[config.mk]
export PLATFORM = sky130hd
export DESIGN_NAME = linkup_seq
export DESIGN_NICKNAME = d
export VERILOG_FILES = /design/src/rtl/linkup_pkg.sv /design/src/rtl/linkup_ctrl.sv /design/src/rtl/linkup_datapath.sv /design/src/rtl/linkup_seq.sv
export SDC_FILE = /design/constraint.sdc
export NUM_CORES = 1
export LEC_CHECK = 0
export BUFFER_PORTS_ARGS = -buffer_cell sky130_fd_sc_hd__clkbuf_2
export CORE_AREA = 2 2 78 80
export CTS_BUF_LIST = sky130_fd_sc_hd__clkbuf_4
export CTS_CLUSTER_SIZE = 12
export DETAILED_ROUTE_END_ITERATION = 7
export DIE_AREA = 0 0 80 82
export PLACE_DENSITY = 0.48
export SLEW_MARGIN = 20
export SYNTH_ARGS = -nofsm -noshare
export SYNTH_HDL_FRONTEND = slang
export SYNTH_SLANG_ARGS = --single-unit
[constraint.sdc]
create_clock -name clk -period 3 [get_ports clk]
set_clock_uncertainty 0.05 [all_clocks]
set_input_delay 0.6 -clock clk [delete_from_list [all_inputs] [get_ports clk]]
set_output_delay 0.6 -clock clk [all_outputs]
set_load 0.005 [all_outputs]
[src/rtl/linkup_pkg.sv]
package linkup_pkg;

  typedef enum logic [1:0] {
    PH_OFF    = 2'd0,
    PH_LINKUP = 2'd1,
    PH_IDLE   = 2'd2,
    PH_ACTIVE = 2'd3
  } phase_e;

  typedef enum logic [2:0] {
    ST_OFF,
    ST_LOCK,
    ST_SEG1,
    ST_SEG2,
    ST_SEG3,
    ST_IDLE,
    ST_ACTIVE
  } seq_state_e;

  // Line drive pattern requested by the control FSM
  typedef enum logic [2:0] {
    LM_QUIET,
    LM_CAL_LO,
    LM_CAL_HI,
    LM_CAL_ALL_LO,
    LM_RUN_IDLE,
    LM_RUN_XFER
  } line_mode_e;

  typedef struct packed {
    line_mode_e mode;
    logic       lockWait;  // counter limit selects the lock wait
    logic       cntRun;    // counter advances this cycle
    logic       cntClr;    // counter restarts at zero
  } seq_strobe_t;

endpackage

[src/rtl/linkup_ctrl.sv]
module linkup_ctrl
  import linkup_pkg::*;
(
  input  logic        clk,
  input  logic        rstN,
  input  logic        pwrDownN,
  input  logic        xferReq,
  input  logic        cntDone,
  output seq_strobe_t strobe,
  output logic        pllEnable,
  output logic [1:0]  phase,
  output logic        linkReady,
  output logic        xferAck
);

  seq_state_e state, nextState;
  logic       readyQ;

  always_comb begin
    nextState = state;
    unique case (state)
      ST_OFF:    if (pwrDownN) nextState = ST_LOCK;
      ST_LOCK:   if (cntDone)  nextState = ST_SEG1;
      ST_SEG1:   if (cntDone)  nextState = ST_SEG2;
      ST_SEG2:   if (cntDone)  nextState = ST_SEG3;
      ST_SEG3:   if (cntDone)  nextState = ST_IDLE;
      ST_IDLE:   if (xferReq)  nextState = ST_ACTIVE;
      ST_ACTIVE: if (!xferReq) nextState = ST_IDLE;
      default:                 nextState = ST_OFF;
    endcase
    if (!pwrDownN) nextState = ST_OFF;
  end

  always_ff @(posedge clk or negedge rstN) begin
    if (!rstN) begin
      state  <= ST_OFF;
      readyQ <= 1'b0;
    end else begin
      state  <= nextState;
      readyQ <= (state == ST_SEG3) && (nextState == ST_IDLE);
    end
  end

  always_comb begin
    strobe.lockWait = (state == ST_LOCK);
    strobe.cntRun   = (state == ST_LOCK) || (state == ST_SEG1) ||
                      (state == ST_SEG2) || (state == ST_SEG3);
    strobe.cntClr   = (nextState != state);
    unique case (state)
      ST_SEG1:   strobe.mode = LM_CAL_LO;
      ST_SEG2:   strobe.mode = LM_CAL_HI;
      ST_SEG3:   strobe.mode = LM_CAL_ALL_LO;
      ST_IDLE:   strobe.mode = LM_RUN_IDLE;
      ST_ACTIVE: strobe.mode = LM_RUN_XFER;
      default:   strobe.mode = LM_QUIET;
    endcase
  end

  always_comb begin
    unique case (state)
      ST_SEG1, ST_SEG2, ST_SEG3: phase = PH_LINKUP;
      ST_IDLE:                   phase = PH_IDLE;
      ST_ACTIVE:                 phase = PH_ACTIVE;
      default:                   phase = PH_OFF;
    endcase
  end

  assign pllEnable = (state != ST_OFF);
  assign xferAck   = (state == ST_ACTIVE);
  assign linkReady = readyQ;

  // a sampled power-down always lands in OFF with the PLL disabled
  a_r2_powerdown_off: assert property (@(posedge clk) disable iff (!rstN)
    !pwrDownN |=> (phase == PH_OFF) && !pllEnable);

  // the ready pulse only follows the calibration preamble
  a_r9_ready_after_cal: assert property (@(posedge clk) disable iff (!rstN)
    linkReady |-> (phase == PH_IDLE) && ($past(phase) == PH_LINKUP));

  // ACTIVE is entered only from IDLE with a request present
  a_r10_ack_from_idle: assert property (@(posedge clk) disable iff (!rstN)
    $rose(xferAck) |-> ($past(phase) == PH_IDLE) && $past(xferReq));

  // outside IDLE/ACTIVE the next phase is never ACTIVE
  a_r11_no_early_active: assert property (@(posedge clk) disable iff (!rstN)
    (phase == PH_OFF || phase == PH_LINKUP) |=> (phase != PH_ACTIVE));

  // link-up only leaves towards IDLE or OFF
  a_r4_linkup_exit: assert property (@(posedge clk) disable iff (!rstN)
    (phase == PH_LINKUP) |=> (phase == PH_LINKUP || phase == PH_IDLE || phase == PH_OFF));

endmodule

[src/rtl/linkup_datapath.sv]
module linkup_datapath
  import linkup_pkg::*;
#(
  parameter int LOCK_CYCLES = 4096,
  parameter int SEG_REF     = 720,
  parameter int CLK_HALF    = 2,
  parameter int NUM_DATA    = 2
) (
  input  logic                clk,
  input  logic                rstN,
  input  seq_strobe_t         strobe,
  input  logic [NUM_DATA-1:0] txData,
  output logic                cntDone,
  output logic                clkLineEn,
  output logic                clkLineLvl,
  output logic [NUM_DATA-1:0] dataLineEn,
  output logic [NUM_DATA-1:0] dataLineLvl
);

  localparam int CNT_MAX = (LOCK_CYCLES > SEG_REF) ? LOCK_CYCLES : SEG_REF;
  localparam int CNT_W   = $clog2(CNT_MAX + 1);
  localparam int DIV_W   = (CLK_HALF > 1) ? $clog2(CLK_HALF) : 1;
  localparam logic [CNT_W-1:0] LOCK_LAST = CNT_W'(LOCK_CYCLES - 1);
  localparam logic [CNT_W-1:0] SEG_LAST  = CNT_W'(SEG_REF - 1);
  localparam logic [DIV_W-1:0] DIV_LAST  = DIV_W'(CLK_HALF - 1);

  logic [CNT_W-1:0] segCnt;
  logic [DIV_W-1:0] divCnt;
  logic             runClk;
  logic             running;

  // Shared segment / lock-wait counter
  always_ff @(posedge clk or negedge rstN) begin
    if (!rstN)              segCnt <= '0;
    else if (strobe.cntClr) segCnt <= '0;
    else if (strobe.cntRun) segCnt <= segCnt + 1'b1;
  end

  assign cntDone = strobe.cntRun &&
                   (segCnt == (strobe.lockWait ? LOCK_LAST : SEG_LAST));

  // Free-running line clock derived from the reference clock
  assign running = (strobe.mode == LM_RUN_IDLE) || (strobe.mode == LM_RUN_XFER);

  always_ff @(posedge clk or negedge rstN) begin
    if (!rstN) begin
      divCnt <= '0;
      runClk <= 1'b0;
    end else if (!running) begin
      divCnt <= '0;
      runClk <= 1'b0;
    end else if (divCnt == DIV_LAST) begin
      divCnt <= '0;
      runClk <= ~runClk;
    end else begin
      divCnt <= divCnt + 1'b1;
    end
  end

  // Clock line drive
  always_comb begin
    unique case (strobe.mode)
      LM_CAL_LO, LM_CAL_ALL_LO: begin clkLineEn = 1'b1; clkLineLvl = 1'b0;   end
      LM_CAL_HI:                begin clkLineEn = 1'b1; clkLineLvl = 1'b1;   end
      LM_RUN_IDLE, LM_RUN_XFER: begin clkLineEn = 1'b1; clkLineLvl = runClk; end
      default:                  begin clkLineEn = 1'b0; clkLineLvl = 1'b0;   end
    endcase
  end

  // Per-lane data line drive
  for (genvar lane = 0; lane < NUM_DATA; lane++) begin : g_lane
    always_comb begin
      unique case (strobe.mode)
        LM_CAL_ALL_LO: begin dataLineEn[lane] = 1'b1; dataLineLvl[lane] = 1'b0;         end
        LM_RUN_IDLE:   begin dataLineEn[lane] = 1'b1; dataLineLvl[lane] = 1'b1;         end
        LM_RUN_XFER:   begin dataLineEn[lane] = 1'b1; dataLineLvl[lane] = txData[lane]; end
        default:       begin dataLineEn[lane] = 1'b0; dataLineLvl[lane] = 1'b0;         end
      endcase
    end
  end

  // a quiet mode leaves every line undriven
  a_r1_quiet_lines: assert property (@(posedge clk) disable iff (!rstN)
    (strobe.mode == LM_QUIET) |-> !clkLineEn && (dataLineEn == '0) && !clkLineLvl);

  // idle holds every data line driven high
  a_r8_idle_high: assert property (@(posedge clk) disable iff (!rstN)
    (strobe.mode == LM_RUN_IDLE) |-> (&dataLineLvl) && (&dataLineEn));

  // the line clock starts low on entry to the running modes
  a_r7_run_starts_low: assert property (@(posedge clk) disable iff (!rstN)
    ($past(strobe.mode) == LM_CAL_ALL_LO && running) |-> !clkLineLvl);

  // the counter never runs past its active limit
  a_r3_count_bounded: assert property (@(posedge clk) disable iff (!rstN)
    strobe.cntRun |-> (segCnt <= (strobe.lockWait ? LOCK_LAST : SEG_LAST)));

endmodule

[src/rtl/linkup_seq.sv]
module linkup_seq
  import linkup_pkg::*;
#(
  parameter int LOCK_CYCLES = 4096,
  parameter int SEG_CYCLES  = 180,
  parameter int CLK_HALF    = 2,
  parameter int NUM_DATA    = 2
) (
  input  logic                clk,
  input  logic                rstN,
  input  logic                pwrDownN,
  input  logic                xferReq,
  input  logic [NUM_DATA-1:0] txData,
  output logic                pllEnable,
  output logic                clkLineEn,
  output logic                clkLineLvl,
  output logic [NUM_DATA-1:0] dataLineEn,
  output logic [NUM_DATA-1:0] dataLineLvl,
  output logic [1:0]          phase,
  output logic                linkReady,
  output logic                xferAck
);

  localparam int SEG_REF = SEG_CYCLES * 2 * CLK_HALF;

  seq_strobe_t strobe;
  logic        cntDone;

  linkup_ctrl u_ctrl (
    .clk       (clk),
    .rstN      (rstN),
    .pwrDownN  (pwrDownN),
    .xferReq   (xferReq),
    .cntDone   (cntDone),
    .strobe    (strobe),
    .pllEnable (pllEnable),
    .phase     (phase),
    .linkReady (linkReady),
    .xferAck   (xferAck)
  );

  linkup_datapath #(
    .LOCK_CYCLES (LOCK_CYCLES),
    .SEG_REF     (SEG_REF),
    .CLK_HALF    (CLK_HALF),
    .NUM_DATA    (NUM_DATA)
  ) u_dp (
    .clk         (clk),
    .rstN        (rstN),
    .strobe      (strobe),
    .txData      (txData),
    .cntDone     (cntDone),
    .clkLineEn   (clkLineEn),
    .clkLineLvl  (clkLineLvl),
    .dataLineEn  (dataLineEn),
    .dataLineLvl (dataLineLvl)
  );

endmodule

==> out/metrics.cfg <==
[worst_setup_path]
worstReg2RegStart = u_ctrl.state[2]
worst-path-buf-inv = 3
cp_num_cells = 5
cpPeakStageDelay_ns = 0.71
startpoint_type = flip-flop
r2r_slack_ns = 0.81
r2r_cells = 4
critical_path_required_ns = 2.35
critPathCapture = phase[1]
startpoint = u_ctrl.state[1]
cp.arrival_ns = 1.85
worst_r2r_endpoint = u_dp.segCnt[9]
crit_top_cell = inv_1
path_max_fanout = 18
critical_path_class = flip-flop to primary output
crit_path_end_kind = primary output
critical_path.top_delay_family = flip-flops
path_cells = inv_1 > nor2_1 > o21ai_0 > inv_1 > clkbuf_2
critPathSlowestCell = dfrtp_1

[logic_synthesis]
yosysSeqAreaShare = 0.338
syn_area_mm2 = 0.00141
synth.area.top_cells = dfrtp_1 (34%), a21oi_1 (4.6%), o21ai_0 (4.3%)
syn_avg_cell_area_um2 = 9.24
ys_seq_elements = 19
yosysWarningCount = 0
yosys.area.top_type_share = 0.338
synth_cell_types = 52
ys.flop_type = dfrtp_1
synthArstFlopShare = 1.00
synth_nets = 159
synth_edf_count = 0
netlist_instances = 152
yosysTopAreaCell = dfrtp_1

[timing]
setup_slack_ns = 0.497
whs_ns = 0.190
setup_viol = 0
setup_tns_ns = 0
slew_headroom = 0.565
fin_crit_sh = 0.834
slew_viol_final = 0
hold_viol = 0
fmax_ghz = 0.400
tightestPinTransition_ns = 0.652
min_period_ns = 2.50
rsz0062_at_grt = false

[placed_design]
post-place-ws_ns = 0.844
dp.cells = 236
numPortBuffers = 16
hpwl_um = 2330
placed_area_mm2 = 0.00153
gp_congestion = 0.783

[global_route]
grt_remaining_overflow = 0
groute.usage.overall = 0.110
grt_pass1_wl_um = 5720
antenna_found_initial = 0
grt_pass1_vias = 1136
grt_max_degree = 22

[floorplan]
start_util = 0.245
fp.dieH_um = 82
boundaryPins = 17
dieArea_mm2 = 0.00656
core_region_area_mm2 = 0.00575
die-width_um = 80
rows = 28

[drt]
drcViolationCount = 0
vias = 1232
firstDrtPassIters = 4
routed_wl_um = 3390
drt-initial-drc-count = 89
post_drt_wl_per_cell_um = 14.1
ant_nets = 0
vias_per_cell = 5.13

[layout]
area_growth_pct = 11.1
layout_commonest_cell = dfrtp_1
nets = 173
final_cells = 240
drive_gt1_frac = 0.218
final_area_mm2 = 0.00156
diodes = 0
postLayoutCoreUtil = 0.272
most-common-layout-cells = dfrtp_1 (19), clkbuf_2 (16), a21oi_1 (13)

[clock_network]
clk_latency_ns = 0.30
clkTransAtPathRegs_ns = 0.12
ctsHoldBuffers = 0
cts_sinks = 19
cts_made_buffers = 3
cts_tree = built
h-tree-depth = 1
ctsResizeCount = 0
clock-root-buffer = clkbuf_4
postCtsSetupBuffers = 0
clock_path_buffers = 2

[status]
status = finished clean

[power]
finalPower_uw = 492
irDropWorstVdd_v = 0.000158
powerDensity_mw_per_mm2 = 315
leakage_nw = 0.632

[hold_path]
worstHoldPathType = primary input to async pin

[job]
maxCapViolations = 0

-- worst reg2reg max path: stages (launching register included) --
cell	delay [ns]
dfrtp_1	0.78
or3_1	0.45
nand3_4	0.16
or4_1	0.54
a22oi_2	0.15
-- logic make-up (layout without fill, tap and decap cells) --
| group | Yosys count | count (layout) | share of synthesized area |
|---|---|---|---|
| muxes | 1 | 1 | 0.00712 |
| adders and majority gates | 1 | 1 | 0.00890 |
| and+or+nand+nor | 56 | 56 | 0.282 |
| buffers and inverters | 18 | 31 | 0.0668 |
| AOI/OAI and AO/OA | 50 | 50 | 0.253 |
| xor gates and xnor gates | 7 | 7 | 0.0436 |
| DFF | 19 | 19 | 0.338 |
-- state kept, by name (all words and copies together), names as in the netlist --
signal and count:
u_ctrl.linkReady 1, u_ctrl.state 3, u_dp.divCnt 1, u_dp.runClk 1
u_dp.segCnt 13
-- report_power, final --
part / total, mW / leakage (nW) / internal, mW / switching [mW]
combinational: 0.0726 / 0.353 / 0.0294 / 0.0432
sequential: 0.281 / 0.261 / 0.267 / 0.0144
clock: 0.138 / 0.0177 / 0.0498 / 0.0885
-- metal layers --
layer,GRT usage,part of all wire,up-vias
met5,0,0,-
met4,0.0237,0.0041,0
met3,0.0275,0.059,2
met2,0.174,0.44,44
met1,0.153,0.50,580
li1,-,-,606
-- worst min path at each step --
stage                startpoint                to  slack [ns]  depth (start not counted)
detailed placement  u_dp.divCnt       u_dp.divCnt        0.39                          1
CTS                        rstN    u_dp.segCnt[6]        0.20                          1
global route               rstN    u_dp.segCnt[8]        0.21                          1
finish                     rstN    u_dp.segCnt[6]        0.19                          1
floorplan                  rstN  u_ctrl.linkReady        0.25                          0
global placement    u_dp.divCnt       u_dp.divCnt        0.38                          1
-- cells in the mapped netlist, drive strengths merged (2+ instances only) --
cell type,instances
dfrtp,19
o21ai,14
a21oi,13
inv,9
nor2,9
buf,7
nand3,7
a22oi,6
nand2,6
nand4,5
nor3,5
xor2,5
nor4,4
o31ai,4
or3,4
or4,4
a211oi,2
and2,2
and3,2
clkbuf,2
nand2b,2
xnor2,2
-- layout make-up --
class	instances	area (µm²)
sequential	19	475
timing repair buffer	18	95.1
multi-input combinational	115	836
clock inverter	1	5.00
tap	75	93.8
fill	634	4180
clock buffer	3	22.5
inverter	9	33.8
(Power assumes the default switching activity.)
